<file path="src/rtl/hpdf_pkg.sv">
// Package: register offsets, status bit positions and filter field layout
// shared by the hot-plug filter block and its bench.
package hpdf_pkg;
    localparam int STAT_W     = 8;
    localparam int GLITCH_W   = 4;   // fine reject field width
    localparam int VALID_W    = 12;  // coarse reject field width
    localparam int FILT_W     = GLITCH_W + VALID_W;
    localparam int N_CH       = 2;   // channel 0 hot-plug, 1 receiver sense

    localparam logic [7:0] OFS_FILTER = 8'h08;
    localparam logic [7:0] OFS_MASK   = 8'h0C;
    localparam logic [7:0] OFS_STATUS = 8'h10;
    localparam logic [7:0] OFS_CLEAR  = 8'h14;
    localparam logic [7:0] OFS_LEVEL  = 8'h38;

    localparam int BIT_CORE     = 0;
    localparam int BIT_HPD_RISE = 1;
    localparam int BIT_HPD_FALL = 2;
    localparam int BIT_RX_RISE  = 6;
    localparam int BIT_RX_FALL  = 7;

    localparam logic [STAT_W-1:0] IMPL_MASK = 8'hC7;

    typedef struct packed {
        logic [GLITCH_W-1:0] glitch;  // bits 15:12
        logic [VALID_W-1:0]  valid;   // bits 11:0
    } filt_cfg_t;
endpackage

</file>
<file path="src/rtl/hpdf_sync.sv">
// Multi-stage flop synchroniser for a vector of asynchronous inputs.
// Assumes each bit is independent; no bus coherency is implied.
module hpdf_sync #(
    parameter int W      = 2,
    parameter int STAGES = 2
) (
    input  logic         clk,
    input  logic         rst_n,
    input  logic [W-1:0] async_i,
    output logic [W-1:0] sync_o
);
    logic [STAGES-1:0][W-1:0] chain_q;

    // Shift the raw value through the flop chain.
    always_ff @(posedge clk) begin
        if (!rst_n) chain_q <= '0;
        else        chain_q[0] <= async_i;
    end

    for (genvar s = 1; s < STAGES; s++) begin : g_stage
        // Each later stage copies its predecessor.
        always_ff @(posedge clk) begin
            if (!rst_n) chain_q[s] <= '0;
            else        chain_q[s] <= chain_q[s-1];
        end
    end

    assign sync_o = chain_q[STAGES-1];
endmodule

</file>
<file path="src/rtl/hpdf_hold_stage.sv">
// Hold-time reject stage: the output takes a new input level only after
// the input has differed from it for limit_i+1 consecutive cycles.
// Assumes limit_i is stable while a change is being counted.
module hpdf_hold_stage #(
    parameter int CNT_W = 4
) (
    input  logic             clk,
    input  logic             rst_n,
    input  logic             din_i,
    input  logic [CNT_W-1:0] limit_i,
    output logic             level_o
);
    logic [CNT_W-1:0] cnt_q;

    // Count cycles of disagreement; flip once the limit is passed.
    always_ff @(posedge clk) begin
        if (!rst_n) begin
            level_o <= 1'b0;
            cnt_q   <= '0;
        end else if (din_i == level_o) begin
            cnt_q   <= '0;
        end else if (cnt_q >= limit_i) begin
            level_o <= din_i;
            cnt_q   <= '0;
        end else begin
            cnt_q   <= cnt_q + 1'b1;
        end
    end


    hold_change_chk: assert property (@(posedge clk) disable iff (!rst_n)
        !$stable(level_o) |-> $past(din_i != level_o));
endmodule

</file>
<file path="src/rtl/hpdf_filter.sv">
// Two-stage level filter for one synchronised input: a fine reject of up
// to N cycles followed by a coarse reject in units of 2**UNIT_LOG2 cycles.
module hpdf_filter #(
    parameter int GW        = 4,
    parameter int VW        = 12,
    parameter int UNIT_LOG2 = 10
) (
    input  logic          clk,
    input  logic          rst_n,
    input  logic          sync_i,
    input  logic [GW-1:0] glitch_i,
    input  logic [VW-1:0] valid_i,
    output logic          level_o
);
    localparam int LW = VW + UNIT_LOG2;

    logic          fine_lvl;
    logic [LW-1:0] coarse_limit;

    assign coarse_limit = {valid_i, {UNIT_LOG2{1'b0}}};

    hpdf_hold_stage #(.CNT_W(GW)) u_fine (
        .clk(clk), .rst_n(rst_n), .din_i(sync_i),
        .limit_i(glitch_i), .level_o(fine_lvl));

    hpdf_hold_stage #(.CNT_W(LW)) u_coarse (
        .clk(clk), .rst_n(rst_n), .din_i(fine_lvl),
        .limit_i(coarse_limit), .level_o(level_o));


    coarse_follows_fine_chk: assert property (@(posedge clk) disable iff (!rst_n)
        !$stable(level_o) |-> $past(fine_lvl) == level_o);
endmodule

</file>
<file path="src/rtl/hpdf_irq_bank.sv">
// Sticky interrupt status with edge capture, software set, W1C clear and
// an enable mask. Assumes set/clear strobes are one-cycle and synchronous.
module hpdf_irq_bank
    import hpdf_pkg::*;
(
    input  logic              clk,
    input  logic              rst_n,
    input  logic [N_CH-1:0]   level_i,
    input  logic              core_i,
    input  logic [STAT_W-1:0] set_i,
    input  logic [STAT_W-1:0] clr_i,
    input  logic [STAT_W-1:0] mask_i,
    output logic [STAT_W-1:0] status_o,
    output logic              irq_o
);
    logic [N_CH-1:0]   level_q;
    logic              core_q;
    logic [STAT_W-1:0] hw_set;

    // Remember the previous levels for edge detection.
    always_ff @(posedge clk) begin
        if (!rst_n) begin
            level_q <= '0;
            core_q  <= 1'b0;
        end else begin
            level_q <= level_i;
            core_q  <= core_i;
        end
    end

    // Map detected edges onto their status positions.
    always_comb begin
        hw_set               = '0;
        hw_set[BIT_CORE]     = core_i & ~core_q;
        hw_set[BIT_HPD_RISE] = level_i[0] & ~level_q[0];
        hw_set[BIT_HPD_FALL] = ~level_i[0] & level_q[0];
        hw_set[BIT_RX_RISE]  = level_i[1] & ~level_q[1];
        hw_set[BIT_RX_FALL]  = ~level_i[1] & level_q[1];
    end

    // Sticky status: clear first, then sets override.
    always_ff @(posedge clk) begin
        if (!rst_n) status_o <= '0;
        else        status_o <= ((status_o & ~clr_i) | hw_set | set_i) & IMPL_MASK;
    end

    assign irq_o = |(status_o & mask_i);


    hpd_rise_chk: assert property (@(posedge clk) disable iff (!rst_n)
        $rose(level_i[0]) |=> status_o[BIT_HPD_RISE]);

    rx_fall_chk: assert property (@(posedge clk) disable iff (!rst_n)
        $fell(level_i[1]) |=> status_o[BIT_RX_FALL]);

    core_set_chk: assert property (@(posedge clk) disable iff (!rst_n)
        $rose(core_i) |=> status_o[BIT_CORE]);

    set_wins_chk: assert property (@(posedge clk) disable iff (!rst_n)
        (hw_set & clr_i) != '0 |=>
        (status_o & $past(hw_set & clr_i)) == $past(hw_set & clr_i));

    clear_chk: assert property (@(posedge clk) disable iff (!rst_n)
        (clr_i & ~hw_set & ~set_i) != '0 |=>
        (status_o & $past(clr_i & ~hw_set & ~set_i)) == '0);

    irq_mask_chk: assert property (@(posedge clk) disable iff (!rst_n)
        mask_i == '0 |-> !irq_o);
endmodule

</file>
<file path="src/rtl/hpd_sense_filter.sv">
// Top: synchronises and filters the hot-plug and receiver-sense pins,
// captures edges into a sticky interrupt bank and exposes a register port.
// Assumes reg_* and core_irq_i are synchronous to clk.
module hpd_sense_filter
    import hpdf_pkg::*;
#(
    parameter int ADDR_W      = 8,
    parameter int DATA_W      = 32,
    parameter int SYNC_STAGES = 2,
    parameter int UNIT_LOG2   = 10
) (
    input  logic              clk,
    input  logic              rst_n,
    input  logic              hpd_raw_i,
    input  logic              rxsense_raw_i,
    input  logic              core_irq_i,
    input  logic              reg_wr_i,
    input  logic [ADDR_W-1:0] reg_addr_i,
    input  logic [DATA_W-1:0] reg_wdata_i,
    output logic [DATA_W-1:0] reg_rdata_o,
    output logic              irq_o
);
    filt_cfg_t         filt_q;
    logic [STAT_W-1:0] mask_q;
    logic [STAT_W-1:0] status;
    logic [STAT_W-1:0] set_vec;
    logic [STAT_W-1:0] clr_vec;
    logic [N_CH-1:0]   raw_vec;
    logic [N_CH-1:0]   sync_vec;
    logic [N_CH-1:0]   lvl_vec;
    logic              unused_wdata;

    assign unused_wdata = ^reg_wdata_i[DATA_W-1:FILT_W];
    assign raw_vec      = {rxsense_raw_i, hpd_raw_i};

    hpdf_sync #(.W(N_CH), .STAGES(SYNC_STAGES)) u_sync (
        .clk(clk), .rst_n(rst_n), .async_i(raw_vec), .sync_o(sync_vec));

    for (genvar c = 0; c < N_CH; c++) begin : g_chan
        hpdf_filter #(.GW(GLITCH_W), .VW(VALID_W), .UNIT_LOG2(UNIT_LOG2)) u_filt (
            .clk(clk), .rst_n(rst_n), .sync_i(sync_vec[c]),
            .glitch_i(filt_q.glitch), .valid_i(filt_q.valid),
            .level_o(lvl_vec[c]));
    end

    // Configuration registers written by software.
    always_ff @(posedge clk) begin
        if (!rst_n) begin
            filt_q <= '0;
            mask_q <= '0;
        end else if (reg_wr_i) begin
            if (reg_addr_i == ADDR_W'(OFS_FILTER)) filt_q <= reg_wdata_i[FILT_W-1:0];
            if (reg_addr_i == ADDR_W'(OFS_MASK))   mask_q <= reg_wdata_i[STAT_W-1:0] & IMPL_MASK;
        end
    end

    // One-cycle set and clear strobes for the status bank.
    always_comb begin
        set_vec = '0;
        clr_vec = '0;
        if (reg_wr_i && reg_addr_i == ADDR_W'(OFS_STATUS)) set_vec = reg_wdata_i[STAT_W-1:0];
        if (reg_wr_i && reg_addr_i == ADDR_W'(OFS_CLEAR))  clr_vec = reg_wdata_i[STAT_W-1:0];
    end

    hpdf_irq_bank u_bank (
        .clk(clk), .rst_n(rst_n), .level_i(lvl_vec), .core_i(core_irq_i),
        .set_i(set_vec), .clr_i(clr_vec), .mask_i(mask_q),
        .status_o(status), .irq_o(irq_o));

    // Combinational read mux.
    always_comb begin
        reg_rdata_o = '0;
        case (reg_addr_i)
            ADDR_W'(OFS_FILTER): reg_rdata_o[FILT_W-1:0] = filt_q;
            ADDR_W'(OFS_MASK):   reg_rdata_o[STAT_W-1:0] = mask_q;
            ADDR_W'(OFS_STATUS): reg_rdata_o[STAT_W-1:0] = status;
            ADDR_W'(OFS_LEVEL):  reg_rdata_o[N_CH-1:0]   = lvl_vec;
            default:             reg_rdata_o = '0;
        endcase
    end


    unmapped_zero_chk: assert property (@(posedge clk) disable iff (!rst_n)
        (reg_addr_i != ADDR_W'(OFS_FILTER) && reg_addr_i != ADDR_W'(OFS_MASK) &&
         reg_addr_i != ADDR_W'(OFS_STATUS) && reg_addr_i != ADDR_W'(OFS_LEVEL))
        |-> reg_rdata_o == '0);

    status_impl_chk: assert property (@(posedge clk) disable iff (!rst_n)
        reg_wr_i && reg_addr_i == ADDR_W'(OFS_STATUS) |=>
        ((status & $past(reg_wdata_i[STAT_W-1:0])) & IMPL_MASK)
        == ($past(reg_wdata_i[STAT_W-1:0]) & IMPL_MASK));
endmodule

</file>
<file path="config.mk">
export PLATFORM = sky130hd
export DESIGN_NAME = hpd_sense_filter
export DESIGN_NICKNAME = d
export VERILOG_FILES = /design/src/rtl/hpdf_pkg.sv /design/src/rtl/hpdf_sync.sv /design/src/rtl/hpdf_hold_stage.sv /design/src/rtl/hpdf_filter.sv /design/src/rtl/hpdf_irq_bank.sv /design/src/rtl/hpd_sense_filter.sv
export SDC_FILE = /design/constraint.sdc
export NUM_CORES = 1
export LEC_CHECK = 0
export ABC_AREA = 0
export BUFFER_PORTS_ARGS = -buffer_cell sky130_fd_sc_hd__clkbuf_2
export CAP_MARGIN = 20
export CORE_UTILIZATION = 45
export DETAILED_ROUTE_END_ITERATION = 10
export PLACE_DENSITY = 0.8
export SYNTH_ARGS = -nofsm -noshare
export SYNTH_HDL_FRONTEND = slang
export SYNTH_SLANG_ARGS = --single-unit
</file>
<file path="constraint.sdc">
create_clock -name clk -period 1.85 [get_ports clk]
set_input_delay 0.185 -clock clk [delete_from_list [all_inputs] [get_ports clk]]
set_output_delay 0.185 -clock clk [all_outputs]
set_load 0.05 [all_outputs]
</file>
==> results.yml, run 1 <==
final_layout:
  drive_above_1_share_pct: 28.0
  syn_to_final_growth_pct: 15.9
  multiInputGateArea_sq_um: 827
  fillCellCount: 317
  regArea_sq_um: 541
  num_antenna_cells: 0
  nNetsFinal: 254
  utilization_pct: 55.8
hold_path:
  min-delay-start: "reg_wdata_i[15]"
  worstHoldPathType: "in2reg"
cts:
  clk_pin_slew_ns: 0.14
  cts-resized-gates: 0
  clock_path_buffers: 2
  cts_sinks: 27
  cts_tree: "built"
  cts_setup_buffers: 0
  hold_buffers: 0
  htree_levels: 1
  insertion_delay_ns: 0.32
  cts_buffers: 3
  cts_root_buf: "clkbuf_4"
grt:
  grt_pass1_wl_microns: 4670
  track_usage_pct: 17.6
  grt_pass1_vias: 1068
  grt_max_degree: 38
  antenna_found_initial: 0
  grt_overflow: 0
sta:
  fmax_ghz: 0.607
  layout_min_cycle_time_ns: 1.65
  clock_skew_ns: 0.0000249
  rsz0062_at_grt: "no"
  setup_tns_ns: 0
  setup_viol: 0
  drv_slew: 0
  hold_viol: 0
  fin_hold_ws_ns: 0.0662
  period_share_pct: 89.0
route:
  avgRoutedWirePerCell_microns: 11.8
  first_pass_iters: 4
  vias_per_cell: 4.94
  dr.max_layer_used: "met4"
  num_vias: 1241
  wl_microns: 2960
  wl_met3_microns: 130
  final_antenna_net_count: 0
  route.detailed.drc: 0
  drtIter0Drc: 29
  met1_length_microns: 1320
  routed-wl-met2_microns: 1480
power_and_ir_drop:
  p_seq_share_pct: 58.0
  power.leakage_uw: 0.000919
  switching_share_pct: 29.8
  p_int_uw: 711
  peakVddDrop_mv: 0.246
  combPwrFrac_pct: 16.7
  switching_power_uw: 302
  pwr-share-clk_pct: 25.3
  p_per_area_nw_per_um2: 585
die:
  io-pin-count: 79
  fp-row-count: 20
  start_util_pct: 48.2
  fp.dieH_microns: 59.6
  fp.coreArea_sq_um: 3100
  die_area_sq_um: 3560
  die_w_microns: 59.6
setup_path:
  timing.rr.end: "u_bank.status_o[0]$_SDFF_PN0_"
  critPathCaptureType: "output port"
  worstSetupStartpoint: "reg_addr_i[2]"
  worstPathMaxFanout: 6
  rr_startpoint: "u_bank.status_o[0]$_SDFF_PN0_"
  critPathArrivalTime_ns: 1.46
  cp.required_ns: 1.66
  startpoint_type: "input pin"
  rrSetupSlack_ns: 1.02
  reg2regPathDepth: 3
  crit_end: "reg_rdata_o[0]"
  critPathKind: "in2out"
status:
  outcome: "finished, final reports clean"
synth:
  synth_edf_count: 0
  yosysSeqAreaShare_pct: 36.2
  synthTopCellsByArea: "dfxtp_1 36%, mux2i_1 20%, nand2_1 11%, buf_4 8.5%, and3_1 5.0%"
  synthDistinctLibCells: 24
  synth_flop_cell: "dfxtp_1"
  synth_area_sq_um: 1500
  async_reset_ff_share_pct: 0
  yosysTopAreaCellShare_pct: 36.2
  ys_top_cells_by_count: "44 x nand2_1, 30 x mux2i_1, 27 x dfxtp_1, 17 x buf_4, 12 x and3_1"
  ys_ff_latch: 27
  syn_inst: 166
  yosysTopAreaCell: "dfxtp_1"
  syn_area_per_cell_sq_um: 9.01
  synth.yosys.warnings: 4
  synth.most_common_cell: "nand2_1"
placement:
  placement.io_buffers: 44
  dpl.hpwl_microns: 2200
  gp_congestion: 0.831
flow_run:
  max_cap_viol_count: 0
-- flip-flops by register name, summed over array words and instances (netlist names) --
signal           flops
mask_q               5
u_bank.core_q        1
u_bank.status_o      5
filt_q              16
-- worst max-delay path, cell delays in order --
cell	delay, ns
clkbuf_2	0.11
nor4_4	0.30
and2_0	0.39
o2bb2ai_1	0.17
clkbuf_2	0.30
-- logic make-up after synthesis --
family                 after synthesis  synth area share (%)
multiplexers                        30                  20.1
AO/OA/AOI/OAI                        9                  5.27
AND/OR/NAND/NOR                     71                  25.9
buffers and inverters               28                  12.3
other                                1                 0.251
flip-flops                          27                  36.2
-- power groups by stage --
stage | Clock, uW | Sequential (uW) | Combinational, uW
floorplan | 0 | 600 | 147
global placement | 0 | 600 | 166
detailed placement | 0 | 600 | 169
CTS | 265 | 588 | 169
global route | 294 | 589 | 183
finish | 256 | 588 | 169
-- worst min-delay path by stage --
stage                          endpoint  depth (start not counted)
2_1_floorplan  u_bank.core_q$_SDFF_PN0_                          1
3_3_place_gp   u_bank.core_q$_SDFF_PN0_                          2
3_5_place_dp     filt_q[5]$_SDFFE_PN0P_                          3
4_1_cts          filt_q[5]$_SDFFE_PN0P_                          3
5_1_grt          filt_q[5]$_SDFFE_PN0P_                          3
6_report        filt_q[15]$_SDFFE_PN0P_                          3
-- through the flow --
stage,instance area (sq um),instances,setup slack (ns),power (uW)
floorplan,1550,181,0.0448,747
global placement,1700,247,0.251,767
detailed placement,1700,247,0.226,769
CTS,1730,251,0.220,1020
global route,1730,251,0.117,1070
finish,1730,251,0.203,1010
-- metal layers --
metal	track usage, %	up-vias
met3	2.40	2
met4	7.97	0
li1	-	626
met5	0	-
met2	29.0	34
met1	22.5	579
-- layout make-up --
class                           count  area share, %
Multi-Input combinational cell    126           47.7
Sequential cell                    27           31.2
Timing Repair Buffer               50           16.2
Clock buffer                        3           1.30
Tap cell                           44           3.18
Clock inverter                      1          0.433
-- cells in the final DEF (no fill, tap or decap), drive strengths merged --
cell	netlist	routed
and3	12	12
nand2b	1	1
buf	19	7
clkinvlp	0	1
and2	3	3
mux2i	30	30
nand4	4	4
a222oi	1	1
nor4	1	1
a211o	1	1
and4	1	1
clkbuf	9	46
nor4b	2	2
a41oi	1	1
nor3	1	1
a22oi	1	1
conb	1	16
dfxtp	27	27
nand2	44	44
nor2b	1	1
o2bb2ai	5	5
nand3	1	1
No activity file was read; power rests on OpenSTA's default activity.
==> inputs of run 2 (changes only) <==
--- a/config.mk
+++ b/config.mk
@@ -6,11 +6,11 @@
 export NUM_CORES = 1
 export LEC_CHECK = 0
 export ABC_AREA = 0
-export BUFFER_PORTS_ARGS = -buffer_cell sky130_fd_sc_hd__clkbuf_2
 export CAP_MARGIN = 20
 export CORE_UTILIZATION = 45
 export DETAILED_ROUTE_END_ITERATION = 10
-export PLACE_DENSITY = 0.8
+export DONT_BUFFER_PORTS = 1
+export PLACE_DENSITY = 0.6
 export SYNTH_ARGS = -nofsm -noshare
 export SYNTH_HDL_FRONTEND = slang
 export SYNTH_SLANG_ARGS = --single-unit
==> run 2 against run 1 <==
Sequential power about the same. Total power is 0.43% lower. Maximum frequency decreased by 5.7%. Critical path type is now in2reg.
==> results.yml, run 2 (synthesized netlist as in run 1, its figures left out) <==
sta:
  period_share_pct: 94.4
  setup_tns_ns: 0
  clock_skew_ns: 0.000120
  max-slew-margin-rel_pct: 50.9
  fmax_ghz: 0.573
  drv_slew: 0
  rsz0062_at_grt: "no"
  layout_min_cycle_time_ns: 1.75
  setup_viol: 0
  worst_pin_slew_ns: 0.734
  hold_viol: 0
placement:
  place_inst: 217
  placement.io_buffers: 0
  gp_congestion: 0.769
  dpl.hpwl_microns: 2190
setup_path:
  path_buf_inv: 3
  slowest_delay_ns: 0.56
  critPathKind: "in2reg"
  cp.required_ns: 2.14
  crit_family: "buffers and inverters"
  cp_slowest_cell: "dlygate4sd3_1"
  worstSetupStartpoint: "reg_wdata_i[12]"
  critical_path.most_common_cell: "dlygate4sd3_1"
  rr_startpoint: "filt_q[13]$_SDFFE_PN0P_"
  critPathCaptureType: "flop"
  critPathArrivalTime_ns: 2.04
  worstPathCellList: "dlygate4sd3_1 -> nand2_1 -> dlygate4sd3_1 -> mux2i_1 -> dlygate4sd3_1"
  worstPathMaxFanout: 1
  startpoint_type: "input pin"
grt:
  grt_max_degree: 27
  antenna_found_initial: 0
  grt_overflow: 0
  track_usage_pct: 21.0
  grt_pass1_vias: 1253
  grt_pass1_wl_microns: 5490
final_layout:
  drive_above_1_share_pct: 13.5
  final_cell_mix: "44 x nand2_1, 31 x dlygate4sd3_1, 30 x mux2i_1"
  nNetsFinal: 255
  mostFrequentLayoutCell: "nand2_1"
  reg_top3: "filt_q x16, mask_q x5, u_bank.status_o x5"
  top_register: "filt_q"
  num_antenna_cells: 0
  multiInputGateArea_sq_um: 827
  layout.cells.non_filler: 252
  regArea_sq_um: 541
  syn_to_final_growth_pct: 27.8
  fillCellCount: 279
  largest_register_ff_count: 16
power_and_ir_drop:
  p_per_area_nw_per_um2: 528
  peakVddDrop_mv: 0.421
  power.leakage_uw: 0.000944
cts:
  clk_pin_slew_ns: 0.14
  cts_root_buf: "clkbuf_4"
  insertion_delay_ns: 0.33
  cts_sinks: 27
  htree_levels: 1
  cts_tree: "built"
  cts_buffers: 3
  clock_path_buffers: 2
route:
  route.detailed.drc: 0
  avgRoutedWirePerCell_microns: 13.7
  num_vias: 1275
  vias_per_cell: 5.06
  wl_microns: 3440
  final_antenna_net_count: 0
  drtIter0Drc: 36
  first_pass_iters: 4
hold_path:
  min-delay-start: "reg_wdata_i[7]"
  worstHoldPathType: "in2reg"
die:
  fp.dieH_microns: 59.6
  start_util_pct: 48.2
  fp-row-count: 20
  die_w_microns: 59.6
  fp.coreArea_sq_um: 3100
  io-pin-count: 79
  die_area_sq_um: 3560
status:
  outcome: "finished, final reports clean"
flow_run:
  max_cap_viol_count: 0
-- run 2: changes by cell type in the layout (fill, tap and decap cells not counted) --
cell / previous run / this run
dlygate4sd3_1: 0 / 31
clkinv_2: 0 / 1
clkbuf_2: 43 / 0
clkinvlp_4: 1 / 0
buf_4: 6 / 20
buf_12: 1 / 0
-- run 2: worst reg2reg max path: stages, from the launching register on --
cell	delay, ns
dfxtp_1	0.35
nand2_1	0.05
mux2i_1	0.14
dlygate4sd3_1	0.58
-- run 2: stage by stage --
step                instance area, sq um  hold WS, ns  setup WS [ns]  util [%]  total power, uW
finish                              1910      0.00324          0.104      61.6             1010
global placement                    1570        0.327          0.424      50.7              708
global route                        1910      0.00558         0.0869      61.6             1050
CTS                                 1890      0.00471          0.155      60.9             1010
floorplan                           1550        0.321         0.0448         -              747
detailed placement                  1570        0.331          0.410      50.7              710
-- run 2: where the power goes --
group / total, uW / switching, uW / leakage [uW] / internal (uW)
sequential: 588 / 2.62 / 0.000218 / 586
clock: 259 / 178 / 0.0000177 / 81.4
combinational: 161 / 106 / 0.000708 / 55.8
-- run 2: repair_timing --
| item | in CTS | in global routing |
|---|---|---|
| hold endpoints to repair | 23 | 3 |
| setup buffers | 0 | 0 |
| hold buffers | 29 | 2 |
| gates resized for setup | 0 | 0 |
-- run 2: worst paths after layout --
| path | endpoint | slack [ns] | cells after the start |
|---|---|---|---|
| setup / recovery | filt_q[12]$_SDFFE_PN0P_ | 0.10 | 5 |
| setup reg to reg | filt_q[13]$_SDFFE_PN0P_ | 0.69 | 3 |
| hold / removal | mask_q[7]$_SDFFE_PN0P_ | 0.003 | 2 |
| hold reg to reg | filt_q[8]$_SDFFE_PN0P_ | 0.47 | 2 |
-- run 2: metal layers --
layer | GRT usage, % | up-vias | wire [microns]
met5 | 0 | - | 0
met4 | 9.30 | 0 | 72
met3 | 2.84 | 7 | 132
met2 | 38.7 | 45 | 1790
met1 | 23.7 | 597 | 1450
li1 | - | 626 | -
-- run 2: area by class of cell --
class | instances | share of cell area (%)
Clock inverter | 1 | 0.262
Clock buffer | 3 | 1.18
Sequential cell | 27 | 28.3
Tap cell | 44 | 2.88
Timing Repair Buffer | 51 | 24.1
Multi-Input combinational cell | 126 | 43.3
